**src/rtl/psd_pkg.sv**
```systemverilog
package psd_pkg;

    typedef enum logic {
        ST_SEARCH = 1'b0,
        ST_LOCKED = 1'b1
    } psd_state_e;

endpackage

```
**src/rtl/psd_window.sv**
```systemverilog
// Sliding history of accepted bits with a tolerant pattern compare.
module psd_window #(
    parameter int              WIN_W   = 32,
    parameter int              MAX_ERR = 0,
    parameter logic [WIN_W-1:0] PATTERN = '0
) (
    input  logic clk,
    input  logic rst,
    input  logic shift_en,
    input  logic bit_in,
    output logic hit
);
    localparam int                 CNT_W     = $clog2(WIN_W + 1);
    localparam logic [CNT_W-1:0]   FILL_LAST = CNT_W'(WIN_W - 1);
    localparam logic [CNT_W-1:0]   ERR_LIM   = CNT_W'(MAX_ERR);

    logic [WIN_W-1:0] win_q;
    logic [WIN_W-1:0] win_d;
    logic [WIN_W-1:0] diff;
    logic [CNT_W-1:0] fill_q;
    logic [CNT_W-1:0] err_cnt;

    // newest bit enters at the top; the oldest sits in bit 0
    assign win_d = {bit_in, win_q[WIN_W-1:1]};
    assign diff  = win_d ^ PATTERN;

    always_comb begin
        err_cnt = '0;
        for (int i = 0; i < WIN_W; i++) begin
            err_cnt = err_cnt + CNT_W'(diff[i]);
        end
    end

    assign hit = shift_en && (fill_q >= FILL_LAST) && (err_cnt <= ERR_LIM);

    always_ff @(posedge clk) begin
        if (rst) begin
            win_q  <= '0;
            fill_q <= '0;
        end else if (shift_en) begin
            win_q <= win_d;
            if (fill_q <= FILL_LAST) begin
                fill_q <= fill_q + 1'b1;
            end
        end
    end

endmodule

```
**src/rtl/psd_framer.sv**
```systemverilog
// Groups accepted bits into bytes, first bit in the least significant position.
module psd_framer #(
    parameter int BYTE_W = 8
) (
    input  logic              clk,
    input  logic              rst,
    input  logic              clear,
    input  logic              advance,
    input  logic              bit_in,
    output logic [BYTE_W-1:0] byte_data,
    output logic              byte_vld
);
    localparam int               CNT_W = $clog2(BYTE_W);
    localparam logic [CNT_W-1:0] LAST  = CNT_W'(BYTE_W - 1);

    logic [CNT_W-1:0]  cnt_q;
    logic [BYTE_W-1:0] sr_q;
    logic [BYTE_W-1:0] sr_d;

    assign sr_d = {bit_in, sr_q[BYTE_W-1:1]};

    always_ff @(posedge clk) begin
        if (rst) begin
            cnt_q     <= '0;
            sr_q      <= '0;
            byte_data <= '0;
            byte_vld  <= 1'b0;
        end else begin
            byte_vld <= 1'b0;
            if (clear) begin
                cnt_q <= '0;
            end else if (advance) begin
                sr_q <= sr_d;
                if (cnt_q == LAST) begin
                    cnt_q     <= '0;
                    byte_data <= sr_d;
                    byte_vld  <= 1'b1;
                end else begin
                    cnt_q <= cnt_q + 1'b1;
                end
            end
        end
    end

endmodule

```
**src/rtl/preamble_sync_detector.sv**
```systemverilog
module preamble_sync_detector #(
    parameter int                BYTE_W    = 8,
    parameter logic [BYTE_W-1:0] SYNC_BYTE = 8'hAB,
    parameter int                NUM_REPS  = 4,
    parameter int                MAX_ERR   = 0
) (
    input  logic              clk,
    input  logic              rst,
    input  logic              bit_vld,
    input  logic              bit_in,
    input  logic              drop_lock,
    output logic              sync_pulse,
    output logic              locked,
    output logic [BYTE_W-1:0] byte_data,
    output logic              byte_vld
);
    import psd_pkg::*;

    localparam int               WIN_W   = BYTE_W * NUM_REPS;
    localparam logic [WIN_W-1:0] PATTERN = {NUM_REPS{SYNC_BYTE}};

    psd_state_e state_q;
    psd_state_e state_d;
    logic       hit;
    logic       acquire;
    logic       frame_adv;

    psd_window #(
        .WIN_W   (WIN_W),
        .MAX_ERR (MAX_ERR),
        .PATTERN (PATTERN)
    ) i_window (
        .clk      (clk),
        .rst      (rst),
        .shift_en (bit_vld),
        .bit_in   (bit_in),
        .hit      (hit)
    );

    assign acquire   = (state_q == ST_SEARCH) && hit;
    assign frame_adv = (state_q == ST_LOCKED) && bit_vld && !drop_lock;

    psd_framer #(
        .BYTE_W (BYTE_W)
    ) i_framer (
        .clk       (clk),
        .rst       (rst),
        .clear     (acquire),
        .advance   (frame_adv),
        .bit_in    (bit_in),
        .byte_data (byte_data),
        .byte_vld  (byte_vld)
    );

    // transitions: ACQUIRE (search -> locked), RELEASE (locked -> search)
    always_comb begin
        state_d = state_q;
        unique case (state_q)
            ST_SEARCH: if (hit)       state_d = ST_LOCKED;
            ST_LOCKED: if (drop_lock) state_d = ST_SEARCH;
            default:                  state_d = ST_SEARCH;
        endcase
    end

    always_ff @(posedge clk) begin
        if (rst) state_q <= ST_SEARCH;
        else     state_q <= state_d;
    end

    always_ff @(posedge clk) begin
        if (rst) sync_pulse <= 1'b0;
        else     sync_pulse <= acquire;
    end

    assign locked = (state_q == ST_LOCKED);

endmodule

```
**config.mk**
```make
export PLATFORM = sky130hd
export DESIGN_NAME = preamble_sync_detector
export DESIGN_NICKNAME = d
export VERILOG_FILES = /design/src/rtl/psd_pkg.sv /design/src/rtl/psd_window.sv /design/src/rtl/psd_framer.sv /design/src/rtl/preamble_sync_detector.sv
export SDC_FILE = /design/constraint.sdc
export NUM_CORES = 1
export LEC_CHECK = 0
export BUFFER_PORTS_ARGS = -buffer_cell sky130_fd_sc_hd__buf_2
export CAP_MARGIN = 10
export CORE_MARGIN = 5
export CORE_UTILIZATION = 50
export DETAILED_ROUTE_END_ITERATION = 8
export GPL_TIMING_DRIVEN = 0
export PLACE_DENSITY = 0.66
export REMOVE_ABC_BUFFERS = 1
export SETUP_SLACK_MARGIN = 0.02
export SYNTH_ARGS = -nofsm -noshare
export SYNTH_HDL_FRONTEND = slang
export SYNTH_SLANG_ARGS = --single-unit
```
**constraint.sdc**
```tcl
create_clock -name clk -period 4.95 [get_ports clk]
set_input_delay 1.2375 -clock clk [delete_from_list [all_inputs] [get_ports clk]]
set_output_delay 1.2375 -clock clk [all_outputs]
set_load 0.02 [all_outputs]
```
==> impl_metrics.json <==
{
  "outcome": "finished, violations left",
  "violations": "negative setup slack",
  "path_common_cell": "fa_1",
  "crit_path_end_kind": "flop",
  "seq_area_frac_synth_pct": 40.5,
  "pin_count": 16,
  "synth_area_mm2": 0.00287,
  "crit_required_ps": 5130,
  "num_rows": 27,
  "path_delay_family": "adder cells",
  "worst_pin_slew_ps": 1050,
  "postSynthCellCount": 283,
  "clk_latency_ps": 340,
  "worst_setup_path_start_kind": "flop",
  "dr.pass1.iters": 4,
  "synth_warnings": 0,
  "r2r_slack_ps": -200,
  "path_max_fanout": 5,
  "max_freq_ghz": 0.194,
  "path_buf_inv": 5,
  "setup_viol": 5,
  "initial_core_util_pct": 51.7,
  "nets": 338,
  "fin_crit_ps": 5150,
  "p_sw_mw": 0.233,
  "p_total_mw": 0.975,
  "clockBufferDepth": 2,
  "rsz0062_at_grt": "true",
  "wl_per_cell_um": 12.3,
  "die_h_um": 85.7,
  "cts_buffers": 9,
  "p_leak_nw": 1.43,
  "final_area_mm2": 0.00323,
  "p_clk_share_pct": 45.1,
  "grt_util_all_layers_pct": 14.4,
  "drv_cap": 0,
  "hold_slack_ps": 451,
  "hold_class": "flop to flop",
  "io_buffers": 15,
  "fin_skew_ps": 8.31,
  "drtIter0Drc": 62,
  "hold_viol_final": 0,
  "p_sw_share_pct": 23.9,
  "cts_tree": "done",
  "ys_types": 28,
  "drt_wl_total_um": 4610,
  "post-place-cells": 358,
  "placed_area_mm2": 0.00298,
  "path_clk_slew_ps": 70,
  "numClockSinks": 58,
  "antenna_left": 0,
  "p_per_area_mw_per_mm2": 302,
  "cts_root_buffer": "clkbuf_8",
  "critPathKind": "flop to flop",
  "p_seq_share_pct": 48.4,
  "cpPeakStageDelay_ps": 530,
  "via_per_inst": 4.84,
  "drc": 0,
  "grt_start_max_net_pins": 59,
  "final.setup.worst_slack_ps": -201,
  "final.period_utilization_pct": 104,
  "drive_gt1_share_pct": 15.5,
  "p_comb_share_pct": 6.5,
  "arrival_ps": 5330,
  "areaGrowthSynthToFinish_pct": 12.7,
  "relSlewSlack_pct": 29.8,
  "p_int_mw": 0.742,
  "globalRoute.totalOverflow": 0,
  "synth_area_per_cell_um2": 10.1,
  "antennaDiodeCount": 0,
  "slowest_stage": "fa_1",
  "dr_total_vias": 1818,
  "grt_pass1_wl_um": 8260,
  "grt_pass1_vias": 1834,
  "place_congestion": 0.751,
  "final-seq-area_mm2": 0.00116,
  "dp_hpwl_um": 3230,
  "drv_slew": 0,
  "path_cells": "inv_1 > ha_4 > fa_1 > fa_1 > fa_1 > inv_1 > fa_1 > fa_1 > inv_2 > fa_1 > inv_1 > fa_1 > or4b_4 > nor4_4 > buf_4 > a211oi_2",
  "core_area_mm2": 0.00554,
  "instances_no_fill": 376,
  "multi_input_area_mm2": 0.00154,
  "num-fill-cells": 495,
  "synth_seq_cells": 58,
  "die_w_um": 85.7,
  "h-tree-depth": 3,
  "worst_ir_drop_vdd_uv": 163,
  "fp.dieArea_mm2": 0.00735,
  "antenna_found_initial": 0
}
-- layer usage --
layer | track usage, % | share of wire, % | vias to the layer above
met3 | 6.15 | 4.5 | 8
met2 | 22.9 | 47 | 22
met1 | 17.7 | 46 | 856
li1 | - | - | 932
met4 | 4.75 | 1.5 | 0
met5 | 0 | 0 | -
-- timing repair --
item,CTS,global route
buffers inserted,2,0
gates resized for setup,8,1
hold buffers,0,0
endpoints found under the setup margin,5,5
pin swaps,11,2
-- worst min-delay path, stage by stage (launching register included) --
cell	delay, ps
dfxtp_1	310
nand2_1	50
a21oi_1	50
-- Yosys cell counts, drive strengths merged --
| master | number | area (um^2) |
|---|---|---|
| inv | 39 | 146 |
| nor4 | 1 | 21.3 |
| dfxtp | 58 | 1160 |
| mux2i | 40 | 400 |
| o21ba | 2 | 20.0 |
| or4b | 2 | 23.8 |
| buf | 6 | 28.8 |
| nand2 | 21 | 78.8 |
| clkbuf | 6 | 22.5 |
| and4b | 1 | 10.0 |
| a41oi | 1 | 8.76 |
| nand4b | 1 | 8.76 |
| a211oi | 2 | 15.0 |
| a21oi | 10 | 50.1 |
| xor2 | 1 | 8.76 |
| xnor2 | 1 | 8.76 |
| or3b | 2 | 17.5 |
| o21ai | 2 | 10.0 |
| nand3b | 3 | 22.5 |
| nor3 | 2 | 10.0 |
| or3 | 3 | 18.8 |
| ha | 11 | 138 |
| fa | 23 | 460 |
| nor2b | 3 | 18.8 |
| nor2 | 42 | 158 |
-- path summary, 6_finish.rpt --
check | end | cells after the start | startpoint
setup / recovery | i_framer.cnt_q[1] | 16 | i_window.win_q[1]
hold / removal | i_framer.byte_data[5] | 2 | i_framer.byte_data[5]
setup reg to reg | i_framer.cnt_q[1] | 16 | i_window.win_q[1]
hold reg to reg | i_framer.byte_data[5] | 2 | i_framer.byte_data[5]
-- cell families after synthesis --
group                      count (synthesis)  synth area share, %
and+or+nand+nor                           81                 13.5
DFF                                       58                 40.5
buffers and inverters                     51                 6.90
muxes                                     40                 14.0
adders and majority gates                 34                 20.9
AOI/OAI and AO/OA                         17                 3.62
xor gates and xnor gates                   2                0.611
-- power groups by stage --
stage | Sequential (mW) | Clock (mW) | Combinational, mW
floorplan | 0.482 | 0 | 0.0389
global placement | 0.482 | 0 | 0.0620
detailed placement | 0.483 | 0 | 0.0636
CTS | 0.472 | 0.452 | 0.0646
global route | 0.472 | 0.473 | 0.0732
finish | 0.472 | 0.440 | 0.0634
-- final cells by class --
class | count | area share, %
multi-input combinational | 174 | 47.5
sequential | 58 | 36.1
inverter | 39 | 4.53
clock buffer | 10 | 4.26
timing repair buffer | 17 | 2.79
tap | 72 | 2.79
clock inverter | 6 | 2.05
-- registers in the layout (all words and copies together) (netlist names) --
| name | cells |
|---|---|
| sync_pulse | 1 |
| i_framer.byte_vld | 1 |
| i_framer.cnt_q | 3 |
| i_window.win_q | 31 |
| locked | 1 |
| i_framer.sr_q | 7 |
| i_window.fill_q | 6 |
| i_framer.byte_data | 8 |
-- cells in the final DEF (no fill, tap or decap), types with 2 or more instances in the layout --
| cell type | netlist | layout |
|---|---|---|
| or3_1 | 3 | 3 |
| a21oi_1 | 10 | 10 |
| buf_2 | 5 | 15 |
| buf_4 | 0 | 2 |
| nor2b_1 | 3 | 3 |
| nor2_1 | 42 | 42 |
| a211oi_2 | 0 | 2 |
| fa_1 | 23 | 23 |
| mux2i_1 | 40 | 40 |
| inv_1 | 39 | 37 |
| clkbuf_8 | 0 | 10 |
| inv_2 | 0 | 2 |
| dfxtp_2 | 0 | 3 |
| o21ai_0 | 2 | 2 |
| clkinvlp_4 | 0 | 3 |
| dfxtp_1 | 58 | 55 |
| ha_1 | 11 | 10 |
| nand2_1 | 21 | 21 |
| nand3b_1 | 3 | 3 |
| or3b_2 | 2 | 2 |
-- stage by stage --
stage / TNS [ps] / setup slack [ps] / utilization [%]
CTS: -897 / -186 / 58.3
global route: -1770 / -362 / 58.3
detailed placement: -2460 / -514 / 53.8
floorplan: -886 / -189 / -
finish: -970 / -201 / 58.3
global placement: -2230 / -459 / 53.8
Power figures use the tool's default switching activity.
